`src/rtl/bus_region_decoder.sv`:
```
module bus_region_decoder #(
  parameter int          AW           = 24,
  parameter int          DW           = 16,
  parameter int          RGN_BITS     = 6,
  parameter int          LOW_RGNS     = 2,
  parameter int          ROM_RGN_LO   = 63,
  parameter logic [23:0] PER_MASK     = 24'hE00000,
  parameter logic [23:0] PER_MATCH    = 24'hA00000,
  parameter int          PA_SEL_BIT   = 12,
  parameter int          PB_SEL_BIT   = 13,
  parameter int          REG_LSB      = 8,
  parameter int          REG_W        = 4,
  parameter logic [23:0] CUST_LO      = 24'hDFF000,
  parameter logic [23:0] CUST_HI      = 24'hDFF1BE,
  parameter logic [15:0] OPEN_BUS     = 16'hFFFF
) (
  input  logic             clk,
  input  logic             rst_n,
  input  logic [AW-1:0]    addr,
  input  logic             rd,
  input  logic             as,
  input  logic             bsel,
  input  logic [DW-1:0]    wdata,
  input  logic             ovl_load,
  input  logic             ovl_bit,
  input  logic [DW-1:0]    mem_rdata,
  input  logic [DW/2-1:0]  pa_rdata,
  input  logic [DW/2-1:0]  pb_rdata,
  input  logic [DW-1:0]    cust_rdata,
  output logic             mem_sel,
  output logic             mem_rom,
  output logic             mem_we,
  output logic             pa_sel,
  output logic             pb_sel,
  output logic             per_we,
  output logic [REG_W-1:0] per_reg,
  output logic [DW/2-1:0]  pa_wdata,
  output logic [DW/2-1:0]  pb_wdata,
  output logic             cust_sel,
  output logic [DW-1:0]    rdata,
  output logic             ovl_state
);
  localparam int NRGN = 1 << RGN_BITS;
  localparam int LANE = DW / 2;
  localparam logic [1:0] K_NONE = 2'd0, K_ROM = 2'd1, K_LOW = 2'd2;

  logic ovl_q;
  always_ff @(posedge clk or negedge rst_n)
    if (!rst_n)        ovl_q <= 1'b1;
    else if (ovl_load) ovl_q <= ovl_bit;
  assign ovl_state = ovl_q;

  logic [1:0] rgn_kind [NRGN];
  for (genvar g = 0; g < NRGN; g++) begin : g_rgn
    assign rgn_kind[g] = (g >= ROM_RGN_LO) ? K_ROM : (g < LOW_RGNS) ? K_LOW : K_NONE;
  end

  logic [RGN_BITS-1:0] rgn;
  logic [1:0] kind;
  logic is_rom, is_ram, per_hit, per_any, cust_hit, qual;
  assign rgn  = addr[AW-1 -: RGN_BITS];
  assign kind = rgn_kind[rgn];
  assign qual = as & bsel;

  assign is_rom = (kind == K_ROM) | ((kind == K_LOW) & ovl_q);
  assign is_ram = (kind == K_LOW) & ~ovl_q;

  assign mem_sel = as & (is_rom | is_ram);
  assign mem_rom = as & is_rom;
  assign mem_we  = as & is_ram & ~rd;

  assign per_hit  = qual & (kind == K_NONE) & ((addr & PER_MASK) == PER_MATCH);
  assign pa_sel   = per_hit & ~addr[PA_SEL_BIT];
  assign pb_sel   = per_hit & ~addr[PB_SEL_BIT];
  assign per_any  = pa_sel | pb_sel;
  assign per_we   = per_any & ~rd;
  assign per_reg  = per_any ? addr[REG_LSB +: REG_W] : '0;
  assign pa_wdata = wdata[DW-1 -: LANE];
  assign pb_wdata = wdata[LANE-1:0];

  assign cust_hit = qual & (kind == K_NONE) & ~per_hit & (addr >= CUST_LO) & (addr <= CUST_HI);
  assign cust_sel = cust_hit;

  always_comb begin
    rdata = OPEN_BUS;
    if (mem_sel) rdata = mem_rdata;
    else if (per_any) begin
      if (pa_sel) rdata[DW-1 -: LANE] = pa_rdata;
      if (pb_sel) rdata[LANE-1:0]     = pb_rdata;
    end
    else if (cust_hit) rdata = cust_rdata;
  end

  p_rom_write_blocked_r11: assert property (@(posedge clk) disable iff (!rst_n)
    mem_we |-> !mem_rom);
  p_single_target_r9: assert property (@(posedge clk) disable iff (!rst_n)
    $onehot0({mem_sel, per_any, cust_sel}));
  p_idle_quiet_r10: assert property (@(posedge clk) disable iff (!rst_n)
    !as |-> !(mem_sel | pa_sel | pb_sel | cust_sel));
  p_ovl_load_r4: assert property (@(posedge clk) disable iff (!rst_n)
    ovl_load |=> (ovl_state == $past(ovl_bit)));
  p_ovl_hold_r4: assert property (@(posedge clk) disable iff (!rst_n)
    !ovl_load |=> $stable(ovl_state));
  p_open_bus_r9: assert property (@(posedge clk) disable iff (!rst_n)
    !(mem_sel | pa_sel | pb_sel | cust_sel) |-> rdata == OPEN_BUS);
  p_lane_merge_r7: assert property (@(posedge clk) disable iff (!rst_n)
    (pa_sel && !pb_sel) |-> rdata[LANE-1:0] == OPEN_BUS[LANE-1:0]);
endmodule

```
`config.mk`:
```
export PLATFORM = sky130hd
export DESIGN_NAME = bus_region_decoder
export DESIGN_NICKNAME = d
export VERILOG_FILES = /design/src/rtl/bus_region_decoder.sv
export SDC_FILE = /design/constraint.sdc
export NUM_CORES = 1
export LEC_CHECK = 0
export BUFFER_PORTS_ARGS = -buffer_cell sky130_fd_sc_hd__buf_4
export CORE_ASPECT_RATIO = 1.75
export CORE_MARGIN = 2
export CORE_UTILIZATION = 30
export DETAILED_ROUTE_END_ITERATION = 10
export PLACE_DENSITY = 0.86
export SETUP_SLACK_MARGIN = 0.5
export SYNTH_ARGS = -nofsm -noshare
export SYNTH_HDL_FRONTEND = slang
export SYNTH_SLANG_ARGS = --single-unit
```
`constraint.sdc`:
```
create_clock -name clk -period 4.6 [get_ports clk]
set_input_delay 0.92 -clock clk [delete_from_list [all_inputs] [get_ports clk]]
set_output_delay 0.92 -clock clk [all_outputs]
set_load 0.05 [all_outputs]
```
**Word-level counts from Yosys, hierarchy flattened**

Memory sizes are Yosys's and may differ from the RTL's.
Index checks and enable logic that the tools add are counted.

- Flip-flop bits (word level): 1
- ROM bits: 128
- Bits of input ports: 95
- Output and inout port bits: 44
- Logic and storage cells: 41
- Memories: 1

- $lt $le $gt $ge: 3
- Eq/ne operators: 3
- Muxes and demuxes: 8
- Bitwise gates (word level): 24
- Reduce and logical (&&, ||, !) cells: 1

Memory list:

| name | depth | width | read ports | clocked after memory_dff | write ports | RTL line | source |
|---|---|---|---|---|---|---|---|
| (name not given) | 64 | 2 | 1 | 0 | 0 | 62 | `assign kind = rgn_kind[rgn];` |

Operator list:

| cell | number |
|---|---|
| 16-bit 2-to-1 mux | 3 |
| 24-bit greater-or-equal comparator (second input constant) | 1 |
| 24-bit <= comparator (second input constant) | 1 |
| 8-bit 2-to-1 mux | 2 |
| 1-bit AND | 15 |
| 7-bit greater-or-equal comparator (second input constant) | 1 |
| 6-bit NOT with 7-bit output | 1 |
| 1-bit NOT | 5 |
| 2-bit 2-to-1 mux | 2 |
| 4-bit 2-to-1 mux | 1 |
| 3-bit equality test (second input constant) | 1 |
| 1-bit OR | 3 |
| 2-bit by 1-bit equality test with 1-bit output (second input constant) | 1 |
| 2-bit equality test (second input constant) | 1 |
| 2-bit logical NOT | 1 |

**Logic depth before layout (Yosys ltp)**

Gate-level depths: netlist of the first run.

- Depth after elaboration: 14
- Mapped depth: 7
- Depth with buffers taken out: 6

**Worst setup path before layout of the first run**

Ideal clock, no wire load.

- Kind: input-to-output
- Start: input addr[21]
- End: output mem_we
- Arrival: 2.965 ns
- Required time: 3.680 ns
- Setup slack: 0.715 ns
- Stages on the path: 2
- Path buffers: 0
- Cell sequence: or4_4 > nor4_1

- Longest elaborated chain between the ends: 8

RTL lines:

| element | RTL line | source |
|---|---|---|
| start: declaration | 19 | `input logic [AW-1:0] addr,` |
| 6-bit NOT with 7-bit output (not written as such) | 62 |  |
| memory read 64 x 2 bit | - |  |
| 2-bit 2-to-1 mux (not written as such) (2 in a row) | 62 |  |
| 2-bit equality test | 66 | `assign is_ram = (kind == K_LOW) & ~ovl_q;` |
| 1-bit AND | 66 |  |
| 1-bit AND (2 in a row) | 70 | `assign mem_we = as & is_ram & ~rd;` |
| end: declaration | 32 | `output logic mem_we,` |

Every way passes these cells. The select of a mux whose other input is x is not followed.

**Worst setup path after layout of the first run**

- Start: input addr[11]
- End: output rdata[3]

- Longest elaborated chain between the ends: 6
- Elaborated cells between the ends (all ways): 7
- Those cells by class: 2 x order compare; 3 x mux; 2 x bitwise

RTL lines:

| element | RTL line | source |
|---|---|---|
| 24-bit greater-or-equal comparator | 81 | `assign cust_hit = qual & (kind == K_NONE) & ~per_hit & (addr >= CUST_LO) & (addr <= CUST_HI);` |
| 1-bit AND | 81 |  |
| 1-bit AND (*) | 81 |  |
| 16-bit 2-to-1 mux (*) | 91 | `else if (cust_hit) rdata = cust_rdata;` |
| 16-bit 2-to-1 mux (*) | 87 | `else if (per_any) begin` |
| 16-bit 2-to-1 mux (*) | 86 | `if (mem_sel) rdata = mem_rdata;` |
| end: declaration | 40 | `output logic [DW-1:0] rdata,` |

Every way passes the cells marked *; elsewhere a longest branch is shown, timed or not.

==> results.py, run 1 <==
metrics = {
    "status": {
        "outcome": "finished clean",
    },
    "floorplanning": {
        "core_region_area_mm2": 0.002690,
        "num_io_pins": 139,
        "start_util": 0.3116,
        "die_h_um": 73.93,
        "rows": 25,
        "dieArea_mm2": 0.003250,
        "die_w_um": 43.96,
    },
    "finish": {
        "multi_input_area_um2": 621.8,
        "fin_nets": 307,
        "finalInstanceArea_mm2": 0.001494,
        "stdcell_count": 237,
        "largest_reg_flops": 1,
        "fillCellCount": 281,
        "regArea_um2": 26.28,
        "synthToLayoutAreaGrowth_pct": 78.21,
        "drive_gt1_frac": 0.6238,
        "antennaDiodeCount": 0,
    },
    "critical_path": {
        "r2r-start": "ovl_state",
        "reg2reg_setup_slack_ns": 3.83,
        "cp_cell_sequence": "buf_4, nor4b_1, nand4b_1, nor3_1, o21ai_1, buf_4",
        "r2r_cells": 1,
        "cp-start-kind": "input port",
        "path_class": "input port to output port",
        "r2r_end": "ovl_state",
        "crit_required_ns": 3.68,
        "crit_start": "addr[11]",
        "cpPeakStageDelay_ns": 0.63,
        "cpMaxStageDelayCell": "nand4b_1",
        "crit_top_cell": "buf_4",
        "cp.arrival_ns": 2.73,
        "crit_path_max_fanout": 16,
        "end_kind": "output port",
    },
    "placement": {
        "io_buffers": 106,
        "place_ws_ns": 0.8870,
        "place.gp.congestion": 0.7538,
        "place_inst": 237,
        "hpwl_um": 2762,
        "place_area_mm2": 0.001494,
    },
    "grt": {
        "overflow": 0,
        "grt_pass1_vias": 1233,
        "grt_max_degree": 19,
        "grtUsageTotal": 0.1983,
        "antenna_found_initial": 0,
        "grt_pass1_wl_um": 5119,
    },
    "synthesis": {
        "synth_edf_count": 0,
        "synth-simple-area-share": 0.4090,
        "synth-compound-area-share": 0.3194,
        "yosysTopAreaCell": "o21ai_2",
        "synthesis.area_um2": 838.3,
        "synth.avg_cell_area_um2": 6.601,
        "synthMuxAreaShare": 0.01343,
        "yosys_warnings": 0,
        "synth_top_area_share": 0.1881,
        "synth-seq-area-share": 0.03134,
        "synthTopCellsByArea": "o21ai_2 (19%), buf_4 (14%), nor3_1 (9.6%)",
        "yosys.area_share.adder": 0,
        "syn_inst": 127,
        "synth-seq-cells": 1,
        "synth_cell_types": 35,
        "synth_top_flop_cell": "dfstp_2",
        "yosys-top-cells-count": "nand2_1 (18), o21ai_2 (18), buf_4 (16), nor3_1 (16), o21ai_0 (8)",
        "syn-num-nets": 222,
        "async_reset_ff_frac": 1.000,
        "synth_top_family_by_area": "simple AND/OR/NAND/NOR gates",
        "synth_xor_area_frac": 0,
    },
    "clocking": {
        "cts_hold_buf": 0,
        "worstSkewPairLatency_ns": 0,
        "post_cts_resized": 0,
        "path_clk_slew_ns": 0,
        "cts_setup_buffers": 0,
    },
    "job": {
        "drv_cap": 0,
    },
    "sta": {
        "setup_ws_ns": 0.9522,
        "rsz0062_at_grt": "no",
        "fin_crit_ns": 3.648,
        "fin_worst_skew_ns": 0,
        "relSlewSlack": 0.5335,
        "slew_violations": 0,
        "min_period_over_period": 0.7930,
        "setup_viol": 0,
        "max_freq_ghz": 0.2741,
        "setup_tns_ns": 0,
        "hold_viol_final": 0,
        "whs_ns": 0.6562,
        "tightestPinTransition_ns": 0.6961,
    },
    "pwr": {
        "leakagePower_uw": 0.0007131,
        "peakVddDrop_mv": 0.05174,
        "p_per_area_mw_per_mm2": 74.21,
    },
    "drt": {
        "drt_pre_antenna_iters": 2,
        "via_per_inst": 5.257,
        "antenna_left": 0,
        "vias": 1246,
        "finalWirelength_um": 3254,
        "dr.first_iter.drc_count": 11,
        "routedWlPerCell_um": 13.73,
        "drc_errors": 0,
    },
    "worst_hold_path": {
        "hp-start": "ovl_state",
        "hold_class": "flip-flop to flip-flop",
        "worstHoldPathCells": 1,
        "holdPathEnd": "ovl_state",
    },
}
-- power by group --
part           total, µW  internal [µW]  switching, µW
registers           11.7           10.5           1.17
clock network          0              0              0
logic               99.2           55.6           43.5
total                111           66.2           44.7
-- layout by cell type, fill, tap and decap left out, types with 2 or more instances in the layout --
cell      count
and2_1        4
buf_4       106
inv_1         2
nand2_1      18
nand2b_1      2
nand3_1       2
nand4_1       2
nand4b_1      2
nor2_1        4
nor3_1       16
o21ai_0       8
o21ai_1       7
o21ai_2      18
or3_1         2
-- cell families after synthesis --
family,count (synthesis)
mux,1
flops,1
compound gates,37
simple gates,62
buf+inv,26
-- final cells by class --
type | instances | area share
inverter | 3 | 0.01089
multi-input combinational | 100 | 0.4162
sequential | 1 | 0.01759
tap | 27 | 0.02261
timing repair buffer | 106 | 0.5327
-- per-layer routing --
| layer | vias up | global-route usage | routed length (µm) |
|---|---|---|---|
| met5 | - | 0 | 0 |
| met4 | 0 | 0.03367 | 35 |
| met3 | 10 | 0.02913 | 337 |
| met2 | 66 | 0.4395 | 1941 |
| met1 | 560 | 0.1730 | 940 |
| li1 | 610 | - | - |
-- worst max-delay path, delay by kind of cell --
family | cells | cell delay [ns]
compound gates | 1 | 0.10
buf+inv | 2 | 0.30
simple gates | 3 | 1.40
-- through the flow --
stage,utilization,power (µW)
floorplan,-,85.22
global placement,0.5553,110.2
detailed placement,0.5553,111.7
CTS,0.5553,111.8
global route,0.5553,117.7
finish,0.5553,110.9
-- worst max-delay path by stage --
stage	endpoint	slack [ns]	cells after the start
6_report	rdata[3]	0.95	6
5_1_grt	rdata[13]	0.70	6
4_1_cts	rdata[13]	0.89	6
3_5_place_dp	rdata[13]	0.89	6
3_3_place_gp	rdata[13]	1.02	6
2_1_floorplan	mem_we	0.71	2
Power figures use the tool's default switching activity.
==> run 2: changes to the inputs <==
--- a/config.mk
+++ b/config.mk
@@ -5,12 +5,13 @@
 export SDC_FILE = /design/constraint.sdc
 export NUM_CORES = 1
 export LEC_CHECK = 0
+export ABC_AREA = 1
 export BUFFER_PORTS_ARGS = -buffer_cell sky130_fd_sc_hd__buf_4
 export CORE_ASPECT_RATIO = 1.75
 export CORE_MARGIN = 2
-export CORE_UTILIZATION = 30
+export CORE_UTILIZATION = 35
 export DETAILED_ROUTE_END_ITERATION = 10
-export PLACE_DENSITY = 0.86
+export PLACE_DENSITY = 0.83
 export SETUP_SLACK_MARGIN = 0.5
 export SYNTH_ARGS = -nofsm -noshare
 export SYNTH_HDL_FRONTEND = slang
==> constraint.sdc (replaced) <==
create_clock -name clk -period 3.7 [get_ports clk]
set_input_delay 0.74 -clock clk [delete_from_list [all_inputs] [get_ports clk]]
set_output_delay 0.74 -clock clk [all_outputs]
set_load 0.05 [all_outputs]
==> run 2 against run 1 <==
  * Core utilization is 2.3 points higher
  * Via count is 37% higher
  * Register-to-register slack worse by 1.0 ns
  * Global-route usage is 0.20 points lower
  * Total power is 57% higher
  * Worst hold slack worse by 0.11 ns
  * Final area is 30% higher
  * Critical path type unchanged
  * Highest routed layer unchanged
==> results.py, run 2 <==
metrics = {
    "status": {
        "outcome": "finished clean",
    },
    "sta": {
        "fin_crit_ns": 2.950,
        "relSlewSlack": 0.6365,
        "setup_viol": 0,
        "max_freq_ghz": 0.3390,
        "hold_viol_final": 0,
        "tightestPinTransition_ns": 0.5432,
        "fin_worst_skew_ns": 0,
        "setup_tns_ns": 0,
        "whs_ns": 0.5491,
        "rsz0062_at_grt": "no",
        "min_period_over_period": 0.7973,
        "slew_violations": 0,
    },
    "pwr": {
        "p_sw_frac": 0.4815,
        "peakVddDrop_mv": 0.07346,
        "switchingPower_uw": 84.06,
        "seqPwrFrac": 0.081,
        "internal_power_uw": 90.50,
        "p_per_area_mw_per_mm2": 89.72,
        "leakagePower_uw": 0.001226,
        "power_frac_comb": 0.919,
        "clkPwrFrac": 0,
    },
    "placement": {
        "place_inst": 385,
        "place.gp.congestion": 0.7270,
        "io_buffers": 106,
        "hpwl_um": 3539,
        "place_area_mm2": 0.001946,
    },
    "critical_path": {
        "crit_path_max_fanout": 18,
        "path_class": "input port to output port",
        "cpPeakStageDelay_ns": 0.43,
        "end_kind": "output port",
        "cp_cell_sequence": "buf_4, nor2_1, nand3_2, nand2_4, nor2_8, nand2_1, nor2_2, nor2_1, nor2_2, buf_4",
        "crit_family": "simple AND/OR/NAND/NOR gates",
        "crit_required_ns": 2.96,
        "cp-start-kind": "input port",
        "cp.arrival_ns": 2.21,
        "reg2reg_setup_slack_ns": 2.82,
        "crit_buf_inv": 2,
        "cpMaxStageDelayCell": "nor2_1",
    },
    "drt": {
        "drc_errors": 0,
        "antenna_left": 0,
        "via_per_inst": 4.447,
        "finalWirelength_um": 4054,
        "drt_pre_antenna_iters": 4,
        "dr.first_iter.drc_count": 19,
        "vias": 1712,
        "routedWlPerCell_um": 10.53,
    },
    "worst_hold_path": {
        "hold_class": "flip-flop to flip-flop",
    },
    "floorplanning": {
        "start_util": 0.3624,
        "dieArea_mm2": 0.003989,
        "rows": 28,
        "die_h_um": 82.06,
        "core_region_area_mm2": 0.003363,
        "num_io_pins": 139,
        "die_w_um": 48.61,
    },
    "grt": {
        "grt_max_degree": 19,
        "grt_pass1_vias": 1566,
        "grtUsageTotal": 0.1963,
        "grt_pass1_wl_um": 6444,
        "antenna_found_initial": 0,
        "overflow": 0,
    },
    "synthesis": {
        "synth-seq-area-share": 0.02156,
        "synth_most_common_cell": "nand2_1",
        "yosys-top-cells-count": "nand2_1 (89), inv_1 (63), nor2_1 (26)",
        "synth_top_area_share": 0.2741,
        "async_reset_ff_frac": 1.000,
        "synth_cell_types": 21,
        "synth.avg_cell_area_um2": 4.779,
        "synth_top_flop_cell": "dfstp_2",
        "synth-seq-cells": 1,
        "yosysTopAreaCell": "nand2_1",
        "yosys_warnings": 0,
        "syn_inst": 255,
        "syn-num-nets": 350,
        "synthTopCellsByArea": "nand2_1 (27%), inv_1 (19%), buf_4 (10%)",
        "synth_edf_count": 0,
        "synthesis.area_mm2": 0.001219,
    },
    "finish": {
        "antennaDiodeCount": 0,
        "mostFrequentLayoutCells": "buf_4 (107), nand2_1 (89), inv_1 (63)",
        "largest_reg_flops": 1,
        "finalInstanceArea_mm2": 0.001946,
        "stdcell_count": 385,
        "fin_nets": 437,
        "synthToLayoutAreaGrowth_pct": 59.65,
        "fillCellCount": 357,
        "drive_gt1_frac": 0.3824,
        "final_common_cell": "buf_4",
    },
    "clocking": {
        "path_clk_slew_ns": 0,
        "worstSkewPairLatency_ns": 0,
        "cts_hold_buf": 0,
        "post_cts_resized": 0,
        "cts_setup_buffers": 0,
    },
    "job": {
        "drv_cap": 0,
    },
}
==> run 2: changes by cell type in the layout (fill, tap and decap cells not counted), sizes merged, moves of 3 or more <==
cell / change
nand2: +76
inv: +63
o21ai: -32
nor2: +25
nand3: +18
nand4: +15
nor3: -15
and2: -3
==> run 2: cells by family after synthesis <==
| group | share of synthesized area |
|---|---|
| simple gates | 0.6386 |
| buf+inv | 0.3316 |
| compound gates | 0.008206 |
| flops | 0.02156 |
==> run 2: area by class of cell <==
cell class	count	area [µm²]	share of cell area
Tap cell	45	56.30	0.02894
Inverter	66	247.7	0.1273
Sequential cell	1	26.28	0.01350
Multi-Input combinational cell	166	812.0	0.4174
Timing Repair Buffer	107	803.3	0.4129
==> run 2: worst paths after layout <==
kind / from / to / cells after the start
min: ovl_state / ovl_state / 2
min in group asynchronous: rst_n / ovl_state / 1
max in group asynchronous: rst_n / ovl_state / 1
max reg2reg: ovl_state / ovl_state / 2
max: addr[22] / per_reg[2] / 10
min reg2reg: ovl_state / ovl_state / 2
==> run 2: worst register-to-register path: stages, from the launching register on <==
cell and delay (ns):
dfstp_2 0.54, inv_1 0.06, o21ai_0 0.19
==> run 2: power by group through the flow <==
stage | combinational [µW] | sequential (µW) | clock [µW]
2_1_floorplan | 118 | 17.4 | 0
3_3_place_gp | 159 | 13.9 | 0
3_5_place_dp | 162 | 14.1 | 0
4_1_cts | 162 | 14.1 | 0
5_1_grt | 176 | 14.1 | 0
6_report | 161 | 14.1 | 0
==> run 2: stage by stage <==
step	util	power (µW)	setup WS (ns)
floorplan	-	135.1	0.5006
global placement	0.5785	173.1	0.7864
detailed placement	0.5785	176.0	0.7324
CTS	0.5785	176.2	0.7323
global route	0.5785	190.0	0.6087
finish	0.5785	174.6	0.7499
==> run 2: per-layer routing <==
| layer | GRT usage | vias up | wire length [µm] |
|---|---|---|---|
| met2 | 0.4411 | 69 | 2415 |
| met4 | 0.04571 | 0 | 82 |
| met5 | 0 | - | 0 |
| met1 | 0.1833 | 725 | 1315 |
| met3 | 0.01455 | 12 | 240 |
| li1 | - | 906 | - |
